==> src/rtl/batt_guard_pkg.sv <==
package batt_guard_pkg;

   typedef enum logic {
      PWR_SLEEP  = 1'b0,
      PWR_ACTIVE = 1'b1
   } pwr_mode_t;

   localparam int unsigned NUM_QUAL = 4;
   localparam int unsigned Q_OV = 0;
   localparam int unsigned Q_UV = 1;
   localparam int unsigned Q_OC = 2;
   localparam int unsigned Q_SC = 3;

   // fault byte bit positions
   localparam int unsigned B_OV   = 7;
   localparam int unsigned B_UV   = 6;
   localparam int unsigned B_ZERO = 5;
   localparam int unsigned B_DOC  = 4;
   localparam int unsigned B_CHG  = 3;
   localparam int unsigned B_DCHG = 2;
   localparam int unsigned B_CE   = 1;
   localparam int unsigned B_DE   = 0;
   // feature byte bit positions
   localparam int unsigned B_PSF  = 7;
   localparam int unsigned B_OT   = 0;

   function automatic int unsigned pick_ticks(input int unsigned idx,
                                              input int unsigned t_ov,
                                              input int unsigned t_uv,
                                              input int unsigned t_oc,
                                              input int unsigned t_sc);
      case (idx)
         Q_OV:    return t_ov;
         Q_UV:    return t_uv;
         Q_OC:    return t_oc;
         default: return t_sc;
      endcase
   endfunction

endpackage

==> src/rtl/bg_qual_timer.sv <==
module bg_qual_timer #(
   parameter int unsigned TICKS = 4
) (
   input  logic clk,
   input  logic rst_n,
   input  logic run,
   input  logic cond,
   output logic fire
);

   if (TICKS < 1) begin : g_bad_ticks
      $error("bg_qual_timer: TICKS must be at least 1");
   end

   if (TICKS == 1) begin : g_direct
      assign fire = run & cond;
   end else begin : g_count
      localparam int unsigned CW = $clog2(TICKS);
      localparam logic [CW-1:0] LAST = CW'(TICKS - 1);
      logic [CW-1:0] cnt;

      assign fire = run & cond & (cnt == LAST);

      always_ff @(posedge clk or negedge rst_n) begin
         if (!rst_n) begin
            cnt <= '0;
         end else if (!run || !cond || fire) begin
            cnt <= '0;
         end else begin
            cnt <= cnt + 1'b1;
         end
      end
   end

endmodule

==> src/rtl/bg_flag_bank.sv <==
module bg_flag_bank
   import batt_guard_pkg::*;
#(
   parameter int unsigned DW = 8
) (
   input  logic          clk,
   input  logic          rst_n,
   input  logic          wr_prot,
   input  logic          wr_feat,
   input  logic [DW-1:0] wr_data,
   input  logic          set_ov,
   input  logic          set_uv,
   input  logic          set_doc,
   input  logic          set_ot,
   input  logic          wake_evt,
   input  logic          ps_low,
   output logic          f_ov,
   output logic          f_uv,
   output logic          f_doc,
   output logic          f_ce,
   output logic          f_de,
   output logic          f_ot,
   output logic          f_psf
);

   if (DW < 8) begin : g_bad_width
      $error("bg_flag_bank: DW must be at least 8");
   end

   // host writes first, hardware events afterwards so they win
   always_ff @(posedge clk or negedge rst_n) begin
      if (!rst_n) begin
         f_ov  <= 1'b0;
         f_uv  <= 1'b1;
         f_doc <= 1'b1;
         f_ce  <= 1'b1;
         f_de  <= 1'b1;
         f_ot  <= 1'b0;
         f_psf <= 1'b1;
      end else begin
         if (wr_prot) begin
            f_ov  <= wr_data[B_OV];
            f_uv  <= wr_data[B_UV];
            f_doc <= wr_data[B_DOC];
            f_ce  <= wr_data[B_CE];
            f_de  <= wr_data[B_DE];
         end
         if (wr_feat) begin
            f_psf <= wr_data[B_PSF];
            f_ot  <= wr_data[B_OT];
         end
         if (set_ov)  f_ov  <= 1'b1;
         if (set_uv)  f_uv  <= 1'b1;
         if (set_doc) f_doc <= 1'b1;
         if (set_ot)  f_ot  <= 1'b1;
         if (ps_low)  f_psf <= 1'b0;
         if (wake_evt) begin
            f_ce <= 1'b1;
            f_de <= 1'b1;
         end
      end
   end

endmodule

==> src/rtl/batt_guard.sv <==
module batt_guard
   import batt_guard_pkg::*;
#(
   parameter int unsigned OV_TICKS = 40,
   parameter int unsigned UV_TICKS = 24,
   parameter int unsigned OC_TICKS = 10,
   parameter int unsigned SC_TICKS = 3
) (
   input  logic       clk,
   input  logic       rst_n,
   input  logic       ov_cmp,
   input  logic       below_ce,
   input  logic       uv_cmp,
   input  logic       depl_cmp,
   input  logic       oc_cmp,
   input  logic       pack_ok,
   input  logic       chg_det,
   input  logic       ot_cmp,
   input  logic       wake_n,
   input  logic       wr_en,
   input  logic       wr_sel,
   input  logic [7:0] wr_data,
   output logic       chg_en,
   output logic       dchg_en,
   output logic       test_en,
   output logic       rcv_en,
   output logic       awake,
   output logic [7:0] status_prot,
   output logic [7:0] status_feat
);

   localparam int unsigned DW = 8;

   if (OV_TICKS < 1 || UV_TICKS < 1 || OC_TICKS < 1 || SC_TICKS < 1) begin : g_bad_cfg
      $error("batt_guard: every delay must be at least one tick");
   end

   pwr_mode_t           mode;
   logic                active;
   logic [NUM_QUAL-1:0] qcond;
   logic [NUM_QUAL-1:0] qfire;
   logic                ov_trip, doc_trip, depl_seen;
   logic                wake_evt;
   logic                f_ov, f_uv, f_doc, f_ce, f_de, f_ot, f_psf;
   logic                ot_block;

   assign active = (mode == PWR_ACTIVE);

   always_comb begin
      qcond       = '0;
      qcond[Q_OV] = ov_cmp;
      qcond[Q_UV] = uv_cmp;
      qcond[Q_OC] = oc_cmp;
      qcond[Q_SC] = depl_cmp;
   end

   for (genvar gi = 0; gi < NUM_QUAL; gi++) begin : g_qual
      localparam int unsigned T = pick_ticks(gi, OV_TICKS, UV_TICKS, OC_TICKS, SC_TICKS);
      bg_qual_timer #(.TICKS(T)) u_tmr (
         .clk  (clk),
         .rst_n(rst_n),
         .run  (active),
         .cond (qcond[gi]),
         .fire (qfire[gi])
      );
   end

   assign wake_evt = !active && (!wake_n || chg_det) && !depl_cmp;

   always_ff @(posedge clk or negedge rst_n) begin
      if (!rst_n) begin
         mode      <= PWR_SLEEP;
         ov_trip   <= 1'b0;
         doc_trip  <= 1'b0;
         depl_seen <= 1'b0;
      end else if (active) begin
         if (qfire[Q_OV])               ov_trip <= 1'b1;
         else if (below_ce || oc_cmp)   ov_trip <= 1'b0;

         if (qfire[Q_OC] || qfire[Q_SC]) begin
            doc_trip <= 1'b1;
            if (qfire[Q_SC]) depl_seen <= 1'b1;
         end else if (pack_ok) begin
            doc_trip  <= 1'b0;
            depl_seen <= 1'b0;
         end

         if (qfire[Q_UV]) mode <= PWR_SLEEP;
      end else if (wake_evt) begin
         mode    <= PWR_ACTIVE;
         ov_trip <= ov_cmp;
      end
   end

   bg_flag_bank #(.DW(DW)) u_flags (
      .clk     (clk),
      .rst_n   (rst_n),
      .wr_prot (wr_en && !wr_sel),
      .wr_feat (wr_en && wr_sel),
      .wr_data (wr_data),
      .set_ov  (qfire[Q_OV] || (wake_evt && ov_cmp)),
      .set_uv  (qfire[Q_UV]),
      .set_doc (qfire[Q_OC] || qfire[Q_SC]),
      .set_ot  (active && ot_cmp),
      .wake_evt(wake_evt),
      .ps_low  (!wake_n),
      .f_ov    (f_ov),
      .f_uv    (f_uv),
      .f_doc   (f_doc),
      .f_ce    (f_ce),
      .f_de    (f_de),
      .f_ot    (f_ot),
      .f_psf   (f_psf)
   );

   assign ot_block = f_ot || ot_cmp;
   assign chg_en   = active && f_ce && !ov_trip && !doc_trip && !ot_block;
   assign dchg_en  = active && f_de && !doc_trip && !ot_block;
   assign test_en  = active && doc_trip;
   assign rcv_en   = active && doc_trip && depl_seen && !depl_cmp;
   assign awake    = active;

   always_comb begin
      status_prot         = '0;
      status_prot[B_OV]   = f_ov;
      status_prot[B_UV]   = f_uv;
      status_prot[B_ZERO] = 1'b0;
      status_prot[B_DOC]  = f_doc;
      status_prot[B_CHG]  = chg_en;
      status_prot[B_DCHG] = dchg_en;
      status_prot[B_CE]   = f_ce;
      status_prot[B_DE]   = f_de;
      status_feat         = '0;
      status_feat[B_PSF]  = f_psf;
      status_feat[B_OT]   = f_ot;
   end

endmodule

==> config.mk <==
export PLATFORM = sky130hd
export DESIGN_NAME = batt_guard
export DESIGN_NICKNAME = d
export VERILOG_FILES = /design/src/rtl/batt_guard_pkg.sv /design/src/rtl/bg_qual_timer.sv /design/src/rtl/bg_flag_bank.sv /design/src/rtl/batt_guard.sv
export SDC_FILE = /design/constraint.sdc
export NUM_CORES = 1
export LEC_CHECK = 0
export CAP_MARGIN = 25
export CORE_ASPECT_RATIO = 1.4
export CORE_MARGIN = 1
export CORE_UTILIZATION = 50
export DETAILED_ROUTE_END_ITERATION = 12
export HOLD_SLACK_MARGIN = 0.03
export PLACE_DENSITY = 0.87
export SYNTH_ARGS = -nofsm -noshare
export SYNTH_HDL_FRONTEND = slang
export SYNTH_SLANG_ARGS = --single-unit
==> constraint.sdc <==
create_clock -name clk -period 3 [get_ports clk]
set_input_delay 0.6 -clock clk [delete_from_list [all_inputs] [get_ports clk]]
set_output_delay 0.6 -clock clk [all_outputs]
set_load 0.01 [all_outputs]
# [Word-level counts from Yosys, hierarchy flattened]
# Index checks and enable logic that the tools add are counted.
[totals] input_bits=21 reg_bits=28 output_inout_bits=21 elab_cells=112
[classes] reduce_logical=49 muxes=29 bitwise=8 add_sub_neg=4 n_eq_ne=7
[op_table] op="$mux W1" n=25
[op_table] op="$logic_and A1 B1 Y1" n=16
[op_table] op="$reduce_bool A2 Y1" n=7
[op_table] op="$logic_or A1 B1 Y1" n=13
[op_table] op="$logic_not A1 Y1" n=10
[op_table] op="$and A1 B1 Y1" n=8
[op_table] op="$add A6 B1 Y6 const B" n=1
[op_table] op="$eq A6 B6 Y1 const B" n=1
[op_table] op="$mux W6" n=1
[op_table] op="$add A5 B1 Y5 const B" n=1
[op_table] op="$eq A5 B5 Y1 const B" n=1
[op_table] op="$mux W5" n=1
[op_table] op="$add A4 B1 Y4 const B" n=1
[op_table] op="$eq A4 B4 Y1 const B" n=1
[op_table] op="$mux W4" n=1
[op_table] op="$reduce_and A2 Y1" n=2
[op_table] op="$ne A3 B1 Y1 const B" n=1
[op_table] op="$reduce_and A3 Y1" n=1
[op_table] op="$add A2 B1 Y2 const B" n=1
[op_table] op="$eq A2 B2 Y1 const B" n=1
[op_table] op="$mux W2" n=1
[op_table] op="$ne A2 B1 Y1 const B" n=1
[op_table] op="$ne A2 B2 Y1 const B" n=1

# [Logic depth before layout (Yosys ltp)]
# Gate-level depths: netlist (run 1).
[logic_depth] depth_word=7 ltp_mapped=5 depth_no_buf=5

# [Hierarchy]
# From an unflattened synthesis (run 1), not the netlist that was laid out.
[hier_totals] cells_unflattened=142 hier_area_um2=1521.5
[by_module_without_submodules] mod="batt_guard" seq_area_each_um2=100.1 area_per_inst_um2=402.9 instances=1 cells_each=46
[by_module_without_submodules] mod="bg_flag_bank" seq_area_each_um2=181.4 area_per_inst_um2=306.5 instances=1 cells_each=22
[by_module_without_submodules] mod="bg_qual_timer at g_qual[0].u_tmr" seq_area_each_um2=150.1 area_per_inst_um2=275.3 instances=1 cells_each=27
[by_module_without_submodules] mod="bg_qual_timer at g_qual[1].u_tmr" seq_area_each_um2=125.1 area_per_inst_um2=234.0 instances=1 cells_each=22
[by_module_without_submodules] mod="bg_qual_timer at g_qual[2].u_tmr" seq_area_each_um2=100.1 area_per_inst_um2=203.9 instances=1 cells_each=18
[by_module_without_submodules] mod="bg_qual_timer at g_qual[3].u_tmr" seq_area_each_um2=50.0 area_per_inst_um2=98.8 instances=1 cells_each=7

# [Worst setup path before layout (run 1)]
# Ideal clock, no wire load.
[synth_path] path_kind="input-to-output" from="input ot_cmp" to="output status_prot[3]" required_time_ns=2.400 slack_ns=0.890 n_path_buf=1 stages=3 t_arrival_ns=1.510 cell_sequence="or4_4 -> nor3b_2 -> buf_4"
[synth_between] elab_chain_len=3
[synth_rtl] item="start: declaration" line="batt_guard.sv:18" source="input logic ot_cmp,"
[synth_rtl] item="$logic_or A1 B1 Y1" line="batt_guard.sv:116" source="assign ot_block = f_ot || ot_cmp;"
[synth_rtl] item="$logic_not A1 Y1" line="batt_guard.sv:117" source="assign chg_en = active && f_ce && !ov_trip && !doc_trip && !ot_block;"
[synth_rtl] item="$logic_and A1 B1 Y1" line="batt_guard.sv:117"
[synth_rtl] item="end: declaration" line="batt_guard.sv:28" source="output logic [7:0] status_prot,"
# No other way between the ends.

# [Final worst setup path (run 1)]
[layout_path] from="input ot_cmp" to="output chg_en"
[layout_between] elab_chain_len=3
[layout_rtl] item="$logic_or A1 B1 Y1" line="batt_guard.sv:116"
[layout_rtl] item="$logic_not A1 Y1" line="batt_guard.sv:117"
[layout_rtl] item="$logic_and A1 B1 Y1" line="batt_guard.sv:117"
[layout_rtl] item="end: declaration" line="batt_guard.sv:23" source="output logic chg_en,"
# No other way between the ends.

==> results.cfg, run 1 <==
[run_status]
outcome = finished clean

[synth]
synth_area_leaders = dfrtp_1, dfstp_2, buf_4
synth_fa_ha_area_frac = 0.0435
ys.flop_type = dfrtp_1
ys_types = 38
synth_top_area_share = 0.400
yosysTopAreaCell = dfrtp_1
synth_common_cells = dfrtp_1, buf_4, nand2_1, nor2_1, nand3_1
synth.cell_area_sq_mm = 0.00144
ys_warn_count = 0
synth_most_common_cell = dfrtp_1
ys_seq_area_frac = 0.492
async_reset_ff_frac = 1.00
synth_edf_count = 0
synth_xor_area_frac = 0.0426
synth-simple-area-share = 0.194
muxShareOfSynthArea = 0.0348
synthCells = 143
syn_avg_cell_area_sq_um = 10.1
synth_top_family_by_area = simple AND/OR/NAND/NOR gates
synth-compound-area-share = 0.0775
yosys_register_bits = 28

[placed_design]
routabilityCongestion = 0.785
post_dp_cell_area_sq_mm = 0.00170
hpwl_um = 2160
portBuffers = 31

[drt]
drt_iter0_drc = 33
drc = 0
avgViaCountPerCell = 5.38
wl_um = 2830
detail_route.first_pass.iterations = 4
routed-via-count = 1098
ant_nets = 0
wl_per_cell_um = 13.9

[layout]
stdcell_area_sq_mm = 0.00174
final_util = 0.651
final_nets = 195
drive_above_1_share = 0.0952
diodes = 0
area_growth_pct = 20.9

[min_path]
min_path_cells = 1
min_path_type = reg2reg

[sta]
finClkSkew_ns = 0.00526
rsz0062_at_grt = false
period_share = 0.970
tns_ns = 0
setup_viol = 0
slew_violations = 0
hold_viol = 0
fmax_mhz = 344
period_needed_ns = 2.91

[worst_setup_path]
reg2reg_to = u_flags.f_ov
rr_startpoint = g_qual[0].u_tmr.g_count.cnt[0]
r2r_cells = 4
r2r_slack_ns = 1.59
critPathArrivalTime_ns = 2.31
crit_path_start = ot_cmp
worstPathMaxFanout = 2
worst_ep_required_time_ns = 2.40
cp-end-kind = output port
startpoint_type = input pin
crit_end = chg_en
critPathKind = in2out

[cts]
htreeDepth = 1
cts_tree = done
cts_buffer_depth = 2
cts_made_buffers = 3
cts_resized = 0
cts-root-buf = clkbuf_4
clkSinkCount = 28
cts_hold_buffers = 0
cts_setup_buffers = 0
clk_pin_slew_ns = 0.13
clk_latency_ns = 0.33

[die]
top_level_ports = 42
num_rows = 22
start_util = 0.538
die_area_sq_mm = 0.00310
fp.dieH_um = 65.4
core_sq_mm = 0.00267
fp.dieW_um = 47.3

[global_routing]
first_global_vias = 1059
antenna_found_initial = 0
grt_start_max_net_pins = 29
grt_overflow_total = 0
grt_pass1_wl_um = 4510
grt_usage = 0.207

[job]
drv_cap = 0

[pwr]
p_leak_nw = 0.814
fin_total_pwr_mw = 0.769
powerDensity_mw_per_mm2 = 443
max-vdd-ir-drop_mv = 0.251
-- worst min path at each step --
stage | start | end | slack, ns
finish | g_qual[3].u_tmr.g_count.cnt[0] | g_qual[3].u_tmr.g_count.cnt[0] | 0.47
floorplan | rst_n | awake | 0.30
CTS | g_qual[3].u_tmr.g_count.cnt[0] | g_qual[3].u_tmr.g_count.cnt[0] | 0.47
global route | g_qual[3].u_tmr.g_count.cnt[0] | g_qual[3].u_tmr.g_count.cnt[0] | 0.48
global placement | g_qual[3].u_tmr.g_count.cnt[0] | g_qual[3].u_tmr.g_count.cnt[0] | 0.42
detailed placement | g_qual[3].u_tmr.g_count.cnt[0] | g_qual[3].u_tmr.g_count.cnt[0] | 0.45
-- critical path: stages --
cell and delay (ns):
clkdlybuf4s50_1 0.44, or4_4 0.50, nor3b_2 0.21, clkdlybuf4s50_1 0.57
-- routing by layer --
layer  GRT usage  wire [um]  part of all wire  vias to the layer above
met2       0.356       1510              0.53                       45
met5           0          0                 0                        -
li1            -          -                 -                      515
met4       0.111         61             0.022                        0
met1       0.223       1100              0.39                      531
met3      0.0412        162             0.057                        7
-- sequential cells by signal, summed over array words and instances, names as in the netlist --
name	count
u_flags.f_de	1
doc_trip	1
depl_seen	1
awake	1
u_flags.f_doc	1
u_flags.f_ot	1
u_flags.f_psf	1
u_flags.f_ov	1
u_flags.f_ce	1
u_flags.f_uv	1
g_qual.u_tmr.g_count.cnt	17
ov_trip	1
-- layout make-up --
| type | instances | area, sq um |
|---|---|---|
| clock buffer | 4 | 36.3 |
| fill | 226 | 932 |
| inverter | 9 | 33.8 |
| multi-input combinational | 94 | 591 |
| sequential | 28 | 707 |
| tap | 36 | 45.0 |
| timing repair buffer | 33 | 325 |
-- report_power, final --
| part | switching, mW | internal (mW) |
|---|---|---|
| registers | 0.0214 | 0.416 |
| clock network | 0.106 | 0.0744 |
| logic | 0.0693 | 0.0824 |
| total | 0.196 | 0.573 |
-- cells by family after synthesis --
logic type	count (synthesis)
adders and majority gates	5
muxes	5
other	1
DFF	28
buffers and inverters	27
and+or+nand+nor	55
AOI/OAI and AO/OA	15
xor gates and xnor gates	7
-- cells in the final DEF (no fill, tap or decap), types with 4 or more instances in the layout --
master | Yosys | final
nand3_1 | 9 | 9
dfrtp_1 | 23 | 23
ha_1 | 5 | 5
inv_1 | 8 | 8
mux2i_1 | 5 | 5
xor2_1 | 4 | 4
nand2_1 | 15 | 15
clkdlybuf4s50_1 | 0 | 31
nor2_1 | 15 | 15
dfstp_2 | 5 | 5
conb_1 | 1 | 7
-- metrics by stage --
| step | hold WS, ns | instances | worst slack [ns] |
|---|---|---|---|
| after floorplan | 0.304 | 149 | 0.890 |
| after global placement | 0.418 | 200 | 0.131 |
| after detailed placement | 0.450 | 200 | 0.105 |
| after CTS | 0.469 | 204 | 0.104 |
| after global routing | 0.481 | 204 | 0.0636 |
| final | 0.467 | 204 | 0.0906 |
Power figures use the tool's default switching activity.
==> run 2: changes to the inputs <==
--- a/config.mk
+++ b/config.mk
@@ -12,6 +12,7 @@
 export DETAILED_ROUTE_END_ITERATION = 12
 export HOLD_SLACK_MARGIN = 0.03
 export PLACE_DENSITY = 0.87
+export SLEW_MARGIN = 25
 export SYNTH_ARGS = -nofsm -noshare
 export SYNTH_HDL_FRONTEND = slang
 export SYNTH_SLANG_ARGS = --single-unit
==> results of run 2 <==
No change in the layout: final DEF, timing and power equal those of run 1.
==> run 3: changes to the inputs <==
--- a/config.mk
+++ b/config.mk
@@ -5,6 +5,7 @@
 export SDC_FILE = /design/constraint.sdc
 export NUM_CORES = 1
 export LEC_CHECK = 0
+export ABC_AREA = 0
 export CAP_MARGIN = 25
 export CORE_ASPECT_RATIO = 1.4
 export CORE_MARGIN = 1
@@ -12,6 +13,7 @@
 export DETAILED_ROUTE_END_ITERATION = 12
 export HOLD_SLACK_MARGIN = 0.03
 export PLACE_DENSITY = 0.87
+export SKIP_LAST_GASP = 1
 export SLEW_MARGIN = 25
 export SYNTH_ARGS = -nofsm -noshare
 export SYNTH_HDL_FRONTEND = slang
==> results of run 3 <==
No change in the layout: final DEF, timing and power equal those of run 1.
